[src/rtl/wdma_pkg.sv]
package wdma_pkg;
  localparam int unsigned DEF_PTR_W  = 16;
  localparam int unsigned DEF_CNT_W  = 16;
  localparam int unsigned DEF_SRC_AW = 14;
  localparam int unsigned DEF_OFF_W  = 12;
  localparam int unsigned DEF_BANK_W = 4;
  localparam int unsigned WORD_BYTES = 2;

  typedef enum logic {PH_IDLE = 1'b0, PH_RUN = 1'b1} xfer_phase_e;
endpackage

[src/rtl/wdma_ptr_regs.sv]
module wdma_ptr_regs #(
  parameter int unsigned PTR_W = wdma_pkg::DEF_PTR_W,
  parameter int unsigned CNT_W = wdma_pkg::DEF_CNT_W
) (
  input  logic             clk,
  input  logic             rst_n,
  input  logic             launch,
  input  logic [CNT_W-1:0] cnt,
  input  logic             src_we,
  input  logic [PTR_W-1:0] src_wdata,
  input  logic             dst_we,
  input  logic [PTR_W-1:0] dst_wdata,
  output logic [PTR_W-1:0] src_ptr,
  output logic [PTR_W-1:0] dst_ptr
);
  // Source pointer counts bytes: two per word.
  function automatic logic [PTR_W-1:0] src_step(input logic [CNT_W-1:0] n);
    logic [CNT_W:0] twice;
    twice = {n, 1'b0};
    return PTR_W'(twice);
  endfunction

  // Destination register counts 4-byte units: half a unit per word.
  function automatic logic [PTR_W-1:0] dst_step(input logic [CNT_W-1:0] n);
    return PTR_W'(n >> 1);
  endfunction

  always_ff @(posedge clk) begin
    if (!rst_n) begin
      src_ptr <= '0;
      dst_ptr <= '0;
    end else if (launch) begin
      src_ptr <= src_ptr + src_step(cnt);
      dst_ptr <= dst_ptr + dst_step(cnt);
    end else begin
      if (src_we) src_ptr <= src_wdata;
      if (dst_we) dst_ptr <= dst_wdata;
    end
  end

  assert_src_advance_R6: assert property (@(posedge clk) disable iff (!rst_n)
    launch |=> src_ptr == $past(src_ptr) + PTR_W'({$past(cnt), 1'b0}));
  assert_dst_advance_R7: assert property (@(posedge clk) disable iff (!rst_n)
    launch |=> dst_ptr == $past(dst_ptr) + PTR_W'($past(cnt) >> 1));
  assert_host_load_R12: assert property (@(posedge clk) disable iff (!rst_n)
    (src_we && !launch) |=> src_ptr == $past(src_wdata));
  assert_ptr_hold_R11: assert property (@(posedge clk) disable iff (!rst_n)
    (!launch && !src_we && !dst_we) |=> ($stable(src_ptr) && $stable(dst_ptr)));
endmodule

[src/rtl/wdma_seq.sv]
module wdma_seq #(
  parameter int unsigned CNT_W = wdma_pkg::DEF_CNT_W
) (
  input  logic             clk,
  input  logic             rst_n,
  input  logic             start,
  input  logic [CNT_W-1:0] cnt,
  input  logic             beat,
  output logic             launch,
  output logic             busy,
  output logic             last_beat
);
  import wdma_pkg::*;

  xfer_phase_e      phase;
  logic [CNT_W-1:0] remaining;

  assign busy      = (phase == PH_RUN);
  assign launch    = start && !busy;
  assign last_beat = beat && (remaining == CNT_W'(1));

  always_ff @(posedge clk) begin
    if (!rst_n) begin
      phase     <= PH_IDLE;
      remaining <= '0;
    end else if (launch) begin
      remaining <= cnt;
      phase     <= (cnt != '0) ? PH_RUN : PH_IDLE;
    end else if (beat) begin
      remaining <= remaining - CNT_W'(1);
      if (last_beat) phase <= PH_IDLE;
    end
  end

  assert_zero_count_R10: assert property (@(posedge clk) disable iff (!rst_n)
    (launch && cnt == '0) |=> !busy);
  assert_busy_rise_R10: assert property (@(posedge clk) disable iff (!rst_n)
    (launch && cnt != '0) |=> busy);
  assert_busy_fall_R10: assert property (@(posedge clk) disable iff (!rst_n)
    last_beat |=> !busy);
  assert_busy_hold_R11: assert property (@(posedge clk) disable iff (!rst_n)
    (busy && !beat) |=> (busy && $stable(remaining)));
endmodule

[src/rtl/wdma_addr_gen.sv]
module wdma_addr_gen #(
  parameter int unsigned PTR_W  = wdma_pkg::DEF_PTR_W,
  parameter int unsigned SRC_AW = wdma_pkg::DEF_SRC_AW,
  parameter int unsigned OFF_W  = wdma_pkg::DEF_OFF_W,
  parameter int unsigned BANK_W = wdma_pkg::DEF_BANK_W
) (
  input  logic                    clk,
  input  logic                    rst_n,
  input  logic                    launch,
  input  logic                    beat,
  input  logic [PTR_W-1:0]        src_ptr,
  input  logic [PTR_W-1:0]        dst_ptr,
  input  logic [BANK_W-1:0]       bank_sel,
  output logic [SRC_AW-1:0]       src_addr,
  output logic [BANK_W+OFF_W-1:0] dst_addr
);
  localparam int unsigned STEP = wdma_pkg::WORD_BYTES;

  // Source: byte pointer, forced even, kept inside the buffer.
  function automatic logic [SRC_AW-1:0] src_first(input logic [PTR_W-1:0] p);
    return p[SRC_AW-1:0] & ~SRC_AW'(1);
  endfunction

  // Destination: register in 4-byte units, scaled to bytes, kept inside the bank.
  function automatic logic [OFF_W-1:0] dst_first(input logic [PTR_W-1:0] r);
    logic [PTR_W+1:0] bytes;
    bytes = {r, 2'b00};
    return bytes[OFF_W-1:0] & ~OFF_W'(1);
  endfunction

  logic [OFF_W-1:0]  dst_off;
  logic [BANK_W-1:0] bank_q;

  always_ff @(posedge clk) begin
    if (!rst_n) begin
      src_addr <= '0;
      dst_off  <= '0;
      bank_q   <= '0;
    end else if (launch) begin
      src_addr <= src_first(src_ptr);
      dst_off  <= dst_first(dst_ptr);
      bank_q   <= bank_sel;
    end else if (beat) begin
      src_addr <= src_addr + SRC_AW'(STEP);
      dst_off  <= dst_off + OFF_W'(STEP);
    end
  end

  assign dst_addr = {bank_q, dst_off};

  assert_src_wrap_R4: assert property (@(posedge clk) disable iff (!rst_n)
    (beat && !launch) |=> src_addr == $past(src_addr) + SRC_AW'(STEP));
  assert_dst_wrap_R5: assert property (@(posedge clk) disable iff (!rst_n)
    (beat && !launch) |=> dst_off == $past(dst_off) + OFF_W'(STEP));
  assert_bank_latched_R3: assert property (@(posedge clk) disable iff (!rst_n)
    !launch |=> $stable(bank_q));
  assert_stall_hold_R9: assert property (@(posedge clk) disable iff (!rst_n)
    (!beat && !launch) |=> ($stable(src_addr) && $stable(dst_off)));
endmodule

[src/rtl/wdma_bank_copy.sv]
module wdma_bank_copy #(
  parameter int unsigned PTR_W  = wdma_pkg::DEF_PTR_W,
  parameter int unsigned CNT_W  = wdma_pkg::DEF_CNT_W,
  parameter int unsigned SRC_AW = wdma_pkg::DEF_SRC_AW,
  parameter int unsigned OFF_W  = wdma_pkg::DEF_OFF_W,
  parameter int unsigned BANK_W = wdma_pkg::DEF_BANK_W
) (
  input  logic                    clk,
  input  logic                    rst_n,
  input  logic                    start,
  input  logic [CNT_W-1:0]        word_cnt,
  input  logic                    src_ptr_we,
  input  logic [PTR_W-1:0]        src_ptr_wdata,
  input  logic                    dst_ptr_we,
  input  logic [PTR_W-1:0]        dst_ptr_wdata,
  input  logic [BANK_W-1:0]       bank_sel,
  output logic [PTR_W-1:0]        src_ptr,
  output logic [PTR_W-1:0]        dst_ptr,
  output logic                    busy,
  output logic                    src_rd_en,
  output logic [SRC_AW-1:0]       src_rd_addr,
  input  logic [15:0]             src_rd_data,
  input  logic                    src_ready,
  output logic                    dst_wr_en,
  output logic [BANK_W+OFF_W-1:0] dst_wr_addr,
  output logic [15:0]             dst_wr_data,
  input  logic                    dst_ready
);
  localparam int unsigned LANES = wdma_pkg::WORD_BYTES;

  // Named internal events shared by the sub-blocks and the checks.
  logic launch;
  logic beat;
  logic last_beat;

  assign beat = busy && src_ready && dst_ready;

  wdma_seq #(.CNT_W(CNT_W)) u_seq (
    .clk       (clk),
    .rst_n     (rst_n),
    .start     (start),
    .cnt       (word_cnt),
    .beat      (beat),
    .launch    (launch),
    .busy      (busy),
    .last_beat (last_beat)
  );

  wdma_ptr_regs #(.PTR_W(PTR_W), .CNT_W(CNT_W)) u_ptrs (
    .clk       (clk),
    .rst_n     (rst_n),
    .launch    (launch),
    .cnt       (word_cnt),
    .src_we    (src_ptr_we),
    .src_wdata (src_ptr_wdata),
    .dst_we    (dst_ptr_we),
    .dst_wdata (dst_ptr_wdata),
    .src_ptr   (src_ptr),
    .dst_ptr   (dst_ptr)
  );

  wdma_addr_gen #(.PTR_W(PTR_W), .SRC_AW(SRC_AW), .OFF_W(OFF_W), .BANK_W(BANK_W)) u_addr (
    .clk      (clk),
    .rst_n    (rst_n),
    .launch   (launch),
    .beat     (beat),
    .src_ptr  (src_ptr),
    .dst_ptr  (dst_ptr),
    .bank_sel (bank_sel),
    .src_addr (src_rd_addr),
    .dst_addr (dst_wr_addr)
  );

  assign src_rd_en = beat;
  assign dst_wr_en = beat;

  // Lane k of the write word lands at byte address dst_wr_addr + k.
  for (genvar lane = 0; lane < LANES; lane++) begin : g_lane
    assign dst_wr_data[lane*8 +: 8] = src_rd_data[lane*8 +: 8];
  end

  assert_even_write_R8: assert property (@(posedge clk) disable iff (!rst_n)
    dst_wr_en |-> !dst_wr_addr[0]);
  assert_write_gated_R9: assert property (@(posedge clk) disable iff (!rst_n)
    dst_wr_en |-> (busy && src_ready && dst_ready && src_rd_en));
  assert_idle_quiet_R10: assert property (@(posedge clk) disable iff (!rst_n)
    !busy |-> (!dst_wr_en && !src_rd_en));
  assert_last_ends_R10: assert property (@(posedge clk) disable iff (!rst_n)
    (last_beat && !start) |=> !busy);
endmodule

[config.mk]
export PLATFORM = sky130hd
export DESIGN_NAME = wdma_bank_copy
export DESIGN_NICKNAME = d
export VERILOG_FILES = /design/src/rtl/wdma_pkg.sv /design/src/rtl/wdma_ptr_regs.sv /design/src/rtl/wdma_seq.sv /design/src/rtl/wdma_addr_gen.sv /design/src/rtl/wdma_bank_copy.sv
export SDC_FILE = /design/constraint.sdc
export NUM_CORES = 1
export LEC_CHECK = 0
export BUFFER_PORTS_ARGS = -buffer_cell sky130_fd_sc_hd__buf_2
export CAP_MARGIN = 20
export CORE_MARGIN = 5
export CORE_UTILIZATION = 30
export DETAILED_ROUTE_END_ITERATION = 8
export PLACE_DENSITY = 0.61
export SLEW_MARGIN = 30
export SYNTH_ARGS = -nofsm -noshare
export SYNTH_HDL_FRONTEND = slang
export SYNTH_SLANG_ARGS = --single-unit
[constraint.sdc]
create_clock -name clk -period 2.6 [get_ports clk]
set_clock_uncertainty 0.1 [all_clocks]
set_input_delay 0.13 -clock clk [delete_from_list [all_inputs] [get_ports clk]]
set_output_delay 0.13 -clock clk [all_outputs]
set_load 0.02 [all_outputs]
# Word level (Yosys, flattened, before mapping)
# Cells that the tools add are included.
# word_totals
register_bits	79
inputBits	75
# classes
n_addsub	5
eq_ne	1
n_mux	14
n_bitwise	1
reduce_logical	12
# op_table
cell	count
two-way mux 16 bit	6
two-way mux 14 bit	2
two-way mux 12 bit	2
adder 16 x 15 -> 16 bit	1
adder 16 bit	1
equality test 16 x 1 -> 1 bit, second input constant	1
nonzero test 16 bit	1
subtractor 16 x 1 -> 16 bit, second input constant	1
adder 14 x 2 -> 14 bit, second input constant	1
adder 12 x 2 -> 12 bit, second input constant	1
nonzero test 2 bit	4
logical AND 1 bit	4
two-way mux 1 bit	4
AND reduction 2 bit	1
OR reduction 2 bit	1
zero test 1 bit	1
NOT 1 bit	1

# Depth between registers and ports, before layout
# Gate-level depths: netlist of run 1.
# depth
word_depth	6
ltp_mapped	9
mapped_depth_nobuf	9

# By module
# From an unflattened synthesis of run 1, not the netlist that was laid out.
# unflattened
cells_unflattened	652
area_unflattened_um2	5396.4
# modules_own_cells
mod	n_inst	cells_per_inst	area_per_inst_um2
wdma_ptr_regs	1	346	2846.5
wdma_addr_gen	1	176	1493.9
wdma_seq	1	112	922.1
wdma_bank_copy	1	18	133.9

# Least setup slack after synthesis of run 1
# No wires, ideal clock.
# synth_path
kind	reg-to-reg
from	register u_seq.phase, in the netlist u_seq.busy
to	register u_seq.remaining[15]
setup_time_ps	70
arrival_time_ps	2260
t_required_ps	2430
slack_ps	170
stages_incl_launch_ff	8
cell_sequence	dfxtp_1 > nand3_2 > or4_4 > or3_1 > clkbuf_2 > nor4_2 > mux2_2 > a21oi_1
# synth_via
elab_chain_len	3
# synth_lines
element	line_no	rtl
start, declared	wdma_seq.sv:15	xfer_phase_e phase;
start signal, assigned	wdma_seq.sv:28	phase <= (cnt != '0) ? PH_RUN : PH_IDLE;
zero test 1 bit or logical AND 1 bit (tied branches)	wdma_seq.sv:19, wdma_bank_copy.sv:36	
logical AND 1 bit, on equally long branches	wdma_seq.sv:19, wdma_bank_copy.sv:36	
two-way mux 16 bit or nonzero test 2 bit (tied branches)	n/a	
end signal, assigned	wdma_seq.sv:27	remaining <= cnt;
end signal, assigned	wdma_seq.sv:30	remaining <= remaining - CNT_W'(1);
end, declared	wdma_seq.sv:16	logic [CNT_W-1:0] remaining;
# Parallel ways exist; a longest one is shown, timed or not.
# A chain may end at the register's enable or synchronous reset.

# Worst setup path after layout of run 1
# layout_path
from	register u_ptrs.src_ptr[1]
to	register u_ptrs.src_ptr[13]
# layout_via
elab_chain_len	2
# layout_lines
element	line_no	rtl
start, declared	wdma_ptr_regs.sv:13	output logic [PTR_W-1:0] src_ptr,
start signal, assigned	wdma_ptr_regs.sv:33	src_ptr <= src_ptr + src_step(cnt);
start signal, assigned	wdma_ptr_regs.sv:36	if (src_we) src_ptr <= src_wdata;
adder 16 bit	wdma_ptr_regs.sv:33	
two-way mux 16 bit	wdma_ptr_regs.sv:32	end else if (launch) begin
# Every way passes these cells.

==> results of run 1 <==
-- worst max-delay path, stage by stage (launching register included) --
cell	delay, ps
dfxtp_1	330
ha_1	210
inv_1	70
fa_1	190
nor2b_1	80
o31a_1	270
o41a_1	410
o2111ai_2	230
a211oi_1	100
a311o_1	320
-- sequential cells by signal, indices dropped and copies added (netlist names) --
name and cells:
u_addr.src_addr 13, u_addr.bank_q 4, u_ptrs.src_ptr 16, u_seq.busy 1, u_ptrs.dst_ptr 16, u_addr.dst_off 11
u_seq.remaining 16
-- repair_timing --
action,in CTS,in global routing
endpoints found under the setup margin,0,4
hold endpoints to repair,15,0
resized for setup,0,4
hold buffers,15,0
buffers inserted,0,0
-- Yosys cell counts (6+ instances only) --
library cell,n
nor3_1,15
ha_1,33
clkbuf_1,32
a21oi_1,77
nand2_1,56
xor2_1,7
nor2_1,65
a221oi_1,19
a211oi_1,22
a31oi_1,6
nor4_1,10
inv_1,16
nor2b_1,7
dfxtp_1,77
a21o_1,9
nand3_1,13
mux2i_1,18
and3_1,11
o21ai_0,42
buf_4,19
xnor2_1,12
-- power groups by stage --
| stage | registers, mW | clock network [mW] | logic, mW |
|---|---|---|---|
| 4_1_cts | 1.39 | 1.49 | 1.11 |
| 2_1_floorplan | 1.48 | 0 | 0.695 |
| 6_report | 1.39 | 1.46 | 1.12 |
| 3_5_place_dp | 1.42 | 0 | 1.08 |
| 5_1_grt | 1.41 | 1.55 | 1.24 |
| 3_3_place_gp | 1.42 | 0 | 1.08 |
-- layer usage --
layer | part of all wire (%) | vias up | global-route usage, %
li1 | - | 2654 | -
met1 | 46 | 2469 | 24.2
met2 | 46 | 161 | 28.5
met3 | 5.2 | 21 | 3.30
met4 | 2.2 | 0 | 6.11
met5 | 0 | - | 0
-- layout make-up --
class | instances | share of cell area [%]
multi-input cells | 511 | 51.9
clock buffers | 10 | 3.57
well taps | 225 | 4.39
inverters | 16 | 0.936
flip-flops and latches | 77 | 24.0
repair buffers | 150 | 13.6
clock inverters | 5 | 1.56
-- final timing paths --
| kind | cells past startpoint | startpoint | endpoint |
|---|---|---|---|
| hold / removal | 4 | dst_ptr_wdata[15] | u_ptrs.dst_ptr[15] |
| setup reg to reg | 9 | u_ptrs.src_ptr[1] | u_ptrs.src_ptr[13] |
| hold reg to reg | 2 | u_addr.bank_q[0] | u_addr.bank_q[0] |
| setup / recovery | 9 | u_ptrs.src_ptr[1] | u_ptrs.src_ptr[13] |
-- metrics by stage --
step | utilization [%] | total power [mW] | TNS [ps]
2_1_floorplan | - | 2.17 | 0
3_3_place_gp | 34.5 | 2.50 | 0
3_5_place_dp | 34.5 | 2.50 | 0
4_1_cts | 37.3 | 3.99 | 0
5_1_grt | 37.5 | 4.19 | -20.7
6_report | 37.5 | 3.97 | 0
-- kinds of logic (layout without fill, tap and decap cells) --
logic type,count (synthesis),in the layout,share of synthesized area [%]
and+or+nand+nor,207,207,19.1
DFF,77,77,29.8
adders and majority gates,35,35,8.74
muxes,23,23,4.56
AOI/OAI and AO/OA,225,225,27.9
buffers and inverters,73,181,6.69
other,1,2,0.0724
xor gates and xnor gates,19,19,3.21
==> summary.md, run 1 <==
| Metric | Value |
|---|---|
| Status | `complete, no violations` |
| Clock transition at path regs | `70 ps` |
| FF+latch count, synth | `77` |
| Ys async rst share | `0%` |
| Req. time, crit path | `2740 ps` |
| CTS tree | `built` |
| Pins Over Slew Limit | `0` |
| GPL Wtd Cong | `0.884` |
| Synth warn | `0` |
| N_diodes | `0` |
| Area occupied by multi-input gates | `3330 sq um` |
| Max Clk Rate | `412 MHz` |
| Sequential cell fraction of total power | `35.1%` |
| Clock share of power | `36.7%` |
| Sequential area share after synthesis | `29.8%` |
| Finished Cell Area | `6420 sq um` |
| Final setup violation count | `0` |
| Largest cells by area after synthesis | `dfxtp_1, ha_1, a21oi_1` |
| Slew of the pin with the lowest slew margin | `570 ps` |
| Initial antenna violation count | `0` |
| # DRC | `0` |
| Vias | `5305` |
| EDFF count, synth | `0` |
| Via-per-instance ratio | `5.34` |
| I/O Buffers | `121` |
| CORE AREA | `17100 sq um` |
| CTS root buffer | `clkbuf_16` |
| DP Cell Count | `964` |
| Critical Path Fanout Max | `4` |
| Net Sw Power | `1.31 mW` |
| Sequential Area | `1540 sq um` |
| Area share of the largest cell type after synthesis | `29.8%` |
| DRT antenna net count | `0` |
| Worst hold margin | `26.4 ps` |
| Largest net degree at the start of global routing | `44` |
| Commonest non-fill, non-tap cell in the layout | `buf_2` |
| Maximum clock path buffer count | `2` |
| R2R setup slack | `170 ps` |
| Die height | `141 microns` |
| Mapped Cells | `660` |
| Data arrival time of the worst path | `2570 ps` |
| Unrepaired setup endpoints after global routing | `true` |
| Clock sinks | `77` |
| Total of max-cap violations | `0` |
| Commonest cells after routing, fill and taps aside | `buf_2, a21oi_1, dfxtp_1, nor2_1, nand2_1` |
| Fin nets | `875` |
| Full die area | `20000 sq um` |
| Drt first-iter violations | `377` |
| Pwr Density | `619 nW/um^2` |
| Post-detail-place hpwl | `13200 microns` |
| Maximum vdd drop | `0.344 mV` |
| Startpoint types | `flip-flop` |
| Final cell count without fillers | `994` |
| CP Capture Type | `flip-flop` |
| Cell taking the most area after synthesis | `dfxtp_1` |
| Share of cells above drive strength 1 | `21.5%` |
| Critical path type | `flip-flop to flip-flop` |
| Max-slew headroom | `62.0%` |
| Primary FF master, synth | `dfxtp_1` |
| Dpl ws | `105 ps` |
| Sw frac | `32.9%` |
| Leak | `2.81 nW` |
| Power Internal | `2.66 mW` |
| HP Class | `input pin to flip-flop` |
| Tcrit/Tclk final | `93.3%` |
| Wire per inst | `18.0 microns` |
| Total Wirelength | `17800 microns` |
| Die Width | `141 microns` |
| Mean post-synth cell area | `7.85 sq um` |
| Fillers | `1792` |
| Hold Violations, Final | `0` |
| First-pass DRT Iterations | `5` |
| Combinational power share | `28.2%` |
| All-Layer GR Usage | `17.8%` |
| H-tree depth | `3` |
| Clk_lat worst skew | `350 ps` |
| FP Rows | `48` |
| Worst setup margin | `175 ps` |
| Mapped Area | `5180 sq um` |
| Area of placed instances | `5910 sq um` |
| Num CTS Buffers | `9` |
| Global-route wire length before repair | `28300 microns` |
| GR Overflow Total | `0` |
| Synth unique cells | `62` |
| I/O pins | `156` |
| Vias in the first global route | `5030` |
| Min Clock Period, post-route | `2430 ps` |
| P&R area growth vs syn | `23.8%` |
| Initial core utilization | `30.3%` |
No activity file was read; power rests on OpenSTA's default activity.
==> inputs of run 2 (changes only) <==
- CORE_ASPECT_RATIO: default -> 1.5
- PLACE_DENSITY: 0.61 -> default
==> summary.md, run 2 (synthesis gave the netlist of run 1 again) <==
| Metric | Value |
|---|---|
| Hold Violations, Final | `0` |
| Num CTS Buffers | `9` |
| N_diodes | `0` |
| Total of max-cap violations | `0` |
| Commonest non-fill, non-tap cell in the layout | `buf_2` |
| H-tree depth | `3` |
| Min Clock Period, post-route | `2470 ps` |
| DP Cell Count | `951` |
| Maximum clock path buffer count | `2` |
| Final setup violation count | `0` |
| Wire per inst | `18.2 microns` |
| Via-per-instance ratio | `5.48` |
| Die Width | `117 microns` |
| Area of placed instances | `5890 sq um` |
| Pwr Density | `603 nW/um^2` |
| # DRC | `0` |
| Req. time, crit path | `2750 ps` |
| Slew of the pin with the lowest slew margin | `639 ps` |
| Worst hold margin | `23.9 ps` |
| Tcrit/Tclk final | `95.0%` |
| Clk_lat worst skew | `340 ps` |
| GPL Wtd Cong | `0.860` |
| Vias | `5373` |
| Max Clk Rate | `405 MHz` |
| CTS tree | `built` |
| First-pass DRT Iterations | `5` |
| Max-slew headroom | `57.3%` |
| Full die area | `20100 sq um` |
| Finished Cell Area | `6350 sq um` |
| GR Overflow Total | `0` |
| CP Capture Type | `flip-flop` |
| CORE AREA | `17200 sq um` |
| CTS root buffer | `clkbuf_16` |
| All-Layer GR Usage | `17.2%` |
| Registers with the most flip-flops | `u_ptrs.dst_ptr (16), u_ptrs.src_ptr (16), u_seq.remaining (16)` |
| DRT antenna net count | `0` |
| Fin nets | `872` |
| Status | `complete, no violations` |
| Unrepaired setup endpoints after global routing | `true` |
| I/O Buffers | `121` |
| Final cell count without fillers | `980` |
| HP Class | `input pin to flip-flop` |
| Commonest cells after routing, fill and taps aside | `buf_2, a21oi_1, dfxtp_1, nor2_1, nand2_1` |
| Vias in the first global route | `5162` |
| I/O pins | `156` |
| Clock transition at path regs | `60 ps` |
| Die height | `171 microns` |
| Largest net degree at the start of global routing | `45` |
| Total Wirelength | `17800 microns` |
| Critical path type | `flip-flop to flip-flop` |
| FP Rows | `59` |
| Maximum vdd drop | `0.292 mV` |
| Clock sinks | `77` |
| Leak | `2.78 nW` |
| Startpoint types | `flip-flop` |
| P&R area growth vs syn | `22.7%` |
| Post-detail-place hpwl | `13400 microns` |
| Data arrival time of the worst path | `2610 ps` |
| Share of cells above drive strength 1 | `21.6%` |
| Global-route wire length before repair | `28200 microns` |
| Initial antenna violation count | `0` |
| Drt first-iter violations | `294` |
| Pins Over Slew Limit | `0` |
| Pwr Total | `3.83 mW` |
| Critical Path Fanout Max | `4` |
| Initial core utilization | `30.1%` |
[run 2: changes by cell type in the layout (fill, tap and decap cells not counted), sizes merged]
| cell | before | now |
|---|---|---|
| clkbuf | 10 | 13 |
| dlygate4sd3 | 15 | 12 |
| bufinv | 3 | 1 |
| clkinv | 2 | 1 |
| clkinvlp | 0 | 1 |
[run 2: stage by stage]
stage / utilization [%] / setup TNS [ps] / worst slack [ps]
floorplan: - / 0 / 170
global placement: 34.2 / 0 / 99.8
detailed placement: 34.2 / 0 / 36.0
CTS: 36.8 / 0 / 64.9
global route: 36.9 / -64.3 / -45.8
finish: 36.9 / 0 / 130
[run 2: final timing paths]
check	depth (start not counted)	endpoint	slack [ps]	from
worst min-delay path	3	u_ptrs.dst_ptr[7]	20	dst_ptr_wdata[7]
worst max-delay path	8	u_ptrs.dst_ptr[12]	130	u_ptrs.dst_ptr[0]
worst min register to register	2	u_ptrs.src_ptr[0]	350	u_ptrs.src_ptr[0]
worst max register to register	8	u_ptrs.dst_ptr[12]	130	u_ptrs.dst_ptr[0]
[run 2: routing by layer]
layer  routed length (microns)  share of wire [%]  up-vias  GRT usage (%)
met5                         0                  0        -              0
met4                       466                2.6        0           6.97
met3                       921                5.2       26           3.01
met2                      8800                 49      175           29.6
met1                      7660                 43     2527           21.3
li1                          -                  -     2645              -
[run 2: report_power, final]
| group | internal (mW) | switching [mW] | leakage (nW) |
|---|---|---|---|
| sequential | 1.28 | 0.113 | 0.634 |
| clock | 0.822 | 0.507 | 0.152 |
| combinational | 0.449 | 0.661 | 2.00 |
[run 2: final cells by class]
type                            instances  area, sq um
Clock buffer                           13          270
Clock inverter                          3         42.5
Fill cell                            1871        10800
Inverter                               16         60.1
Multi-Input combinational cell        511         3330
Sequential cell                        77         1540
Tap cell                              213          267
Timing Repair Buffer                  147          843
[run 2: repair_timing]
action,in CTS,in global routing
setup endpoints to repair,1,4
pin swaps,0,1
endpoints found under the hold margin,12,0
cloned,0,0
gates resized for setup,1,3
setup buffers,0,1
hold buffers,12,0
[run 2: worst max-delay path: stages, from the launching register on]
cell and delay, ps:
dfxtp_1 330, ha_1 230, fa_1 440, a211oi_2 250
o21ai_0 180, a32oi_2 300, a21oi_1 120, xnor2_1 150
a221oi_2 270
==> inputs of run 3 (changes only) <==
- ABC_AREA: default -> 1
==> summary.md, run 3 <==
| Metric | Value |
|---|---|
| Status | `complete, no violations` |
| Mapped Cells | `901` |
| Initial antenna violation count | `0` |
| Global-route wire length before repair | `29800 microns` |
| Worst setup path start | `u_seq.busy` |
| HP Class | `input pin to flip-flop` |
| Synth unique cells | `42` |
| Synth top cells by count | `nand2_1, inv_1, dfxtp_1` |
| Hold path startpoint | `src_ptr_wdata[11]` |
| Vias in the first global route | `5910` |
| Fin nets | `1116` |
| FF+latch count, synth | `77` |
| Maximum vdd drop | `0.284 mV` |
| Cell taking the most area after synthesis | `dfxtp_1` |
| Most common cell in the netlist | `nand2_1` |
| Req. time, crit path | `2370 ps` |
| Ys async rst share | `0%` |
| Largest cells by area after synthesis | `dfxtp_1, nand2_1, ha_1` |
| Pins Over Slew Limit | `0` |
| Area share of the largest cell type after synthesis | `27.2%` |
| GPL Wtd Cong | `0.889` |
| All-Layer GR Usage | `17.3%` |
| Die height | `178 microns` |
| Vias | `6139` |
| Slew of the pin with the lowest slew margin | `610 ps` |
| I/O pins | `156` |
| Finished Cell Area | `6830 sq um` |
| Setup Fix Bufs, Post-CTS | `0` |
| Clk_lat worst skew | `350 ps` |
| Mapped Area | `5680 sq um` |
| Clock sinks | `77` |
| Data arrival time of the worst path | `2000 ps` |
| Initial core utilization | `30.5%` |
| Maximum clock path buffer count | `2` |
| Primary FF master, synth | `dfxtp_1` |
| Pwr Density | `570 nW/um^2` |
| Tcrit/Tclk final | `85.8%` |
| EDFF count, synth | `0` |
| Critical Path Fanout Max | `17` |
| FP Rows | `61` |
| Unrepaired setup endpoints after global routing | `false` |
| Startpoint types | `flip-flop` |
| Full die area | `21800 sq um` |
| Max-slew headroom | `59.2%` |
| Setup TNS | `0 ps` |
| Area of placed instances | `6390 sq um` |
| Commonest cells after routing, fill and taps aside | `nand2_1, buf_2, inv_1, dfxtp_1, nor2_1` |
| Total Wirelength | `19000 microns` |
| Clock transition at path regs | `60 ps` |
| Total of max-cap violations | `0` |
| Mean post-synth cell area | `6.30 sq um` |
| Drt first-iter violations | `287` |
| Share of cells above drive strength 1 | `16.0%` |
| H-tree depth | `3` |
| Num CTS Buffers | `9` |
| CORE AREA | `18600 sq um` |
| Registers with the most flip-flops | `u_ptrs.dst_ptr (16), u_ptrs.src_ptr (16), u_seq.remaining (16)` |
| P&R area growth vs syn | `20.3%` |
| DRT antenna net count | `0` |
| Leak | `3.25 nW` |
| Synth warn | `0` |
| First-pass DRT Iterations | `5` |
| Via-per-instance ratio | `4.86` |
| Final setup violation count | `0` |
| CTS root buffer | `clkbuf_16` |
| CP Capture Type | `output port` |
| # DRC | `0` |
| Wire per inst | `15.0 microns` |
| GR Overflow Total | `0` |
| Largest net degree at the start of global routing | `37` |
| I/O Buffers | `121` |
| CTS tree | `built` |
| N_diodes | `0` |
| Sequential area share after synthesis | `27.2%` |
| Commonest non-fill, non-tap cell in the layout | `nand2_1` |
| Max Clk Rate | `448 MHz` |
| Die Width | `122 microns` |
| Hold Violations, Final | `0` |
| Critical path type | `flip-flop to output port` |
| Min Clock Period, post-route | `2230 ps` |
| RR Startpoint | `u_ptrs.src_ptr[1]` |
| Post-detail-place hpwl | `14700 microns` |
==> run 3: timing repair <==
item,4_1_cts,5_1_grt
endpoints found under the hold margin,13,0
hold buffers,13,0
resized for setup,0,0
==> run 3: path summary, 6_finish.rpt <==
kind | to | slack [ps] | cells after the start
setup reg to reg | u_ptrs.src_ptr[11] | 570 | 13
setup / recovery | src_rd_en | 370 | 4
hold / removal | u_ptrs.src_ptr[11] | 20 | 5
hold reg to reg | u_seq.remaining[1] | 360 | 2
==> run 3: worst max-delay path, stage by stage, from the launching register on <==
cell and delay, ps:
dfxtp_1 440, nand3_2 320, inv_1 380, buf_4 310
buf_2 210
==> run 3: cell families after synthesis <==
| logic type | synth area share, % |
|---|---|
| buf+inv | 12.3 |
| fa+ha+maj | 7.98 |
| xor+xnor | 3.09 |
| compound gates | 16.2 |
| other cells | 0.0661 |
| simple gates | 33.3 |
| flops | 27.2 |
==> run 3: per-layer routing <==
layer  vias to the layer above  global-route usage [%]  wire, microns
met1                      2766                    19.5           7590
li1                       3149                       -              -
met5                         -                       0              0
met4                         0                    6.87            703
met2                       174                    31.8           9680
met3                        50                    3.01           1030
==> run 3: area by class of cell <==
class                   instances  area (sq um)
clock buffers                  10           239
clock inverters                 6          68.8
fillers                      2066         11800
inverters                     108           405
multi-input cells             667          3440
flip-flops and latches         77          1540
well taps                     252           315
repair buffers                143           816
==> run 3: per-stage QoR <==
| step | hold WS [ps] | worst slack [ps] | power (mW) | cells | util [%] |
|---|---|---|---|---|---|
| 6_report | 15.2 | 370 | 3.89 | 1263 | 36.7 |
| 3_3_place_gp | 160 | 634 | 2.57 | 1234 | 34.3 |
| 2_1_floorplan | 165 | 624 | 2.24 | 902 | - |
| 3_5_place_dp | 160 | 554 | 2.58 | 1234 | 34.3 |
| 4_1_cts | 10.1 | 377 | 3.92 | 1263 | 36.7 |
| 5_1_grt | 28.3 | 250 | 4.12 | 1263 | 36.7 |
==> run 3: where the power goes <==
group          switching [mW]  internal (mW)
Clock                   0.550          0.777
Sequential              0.112           1.28
Combinational           0.756          0.420
Total                    1.42           2.47
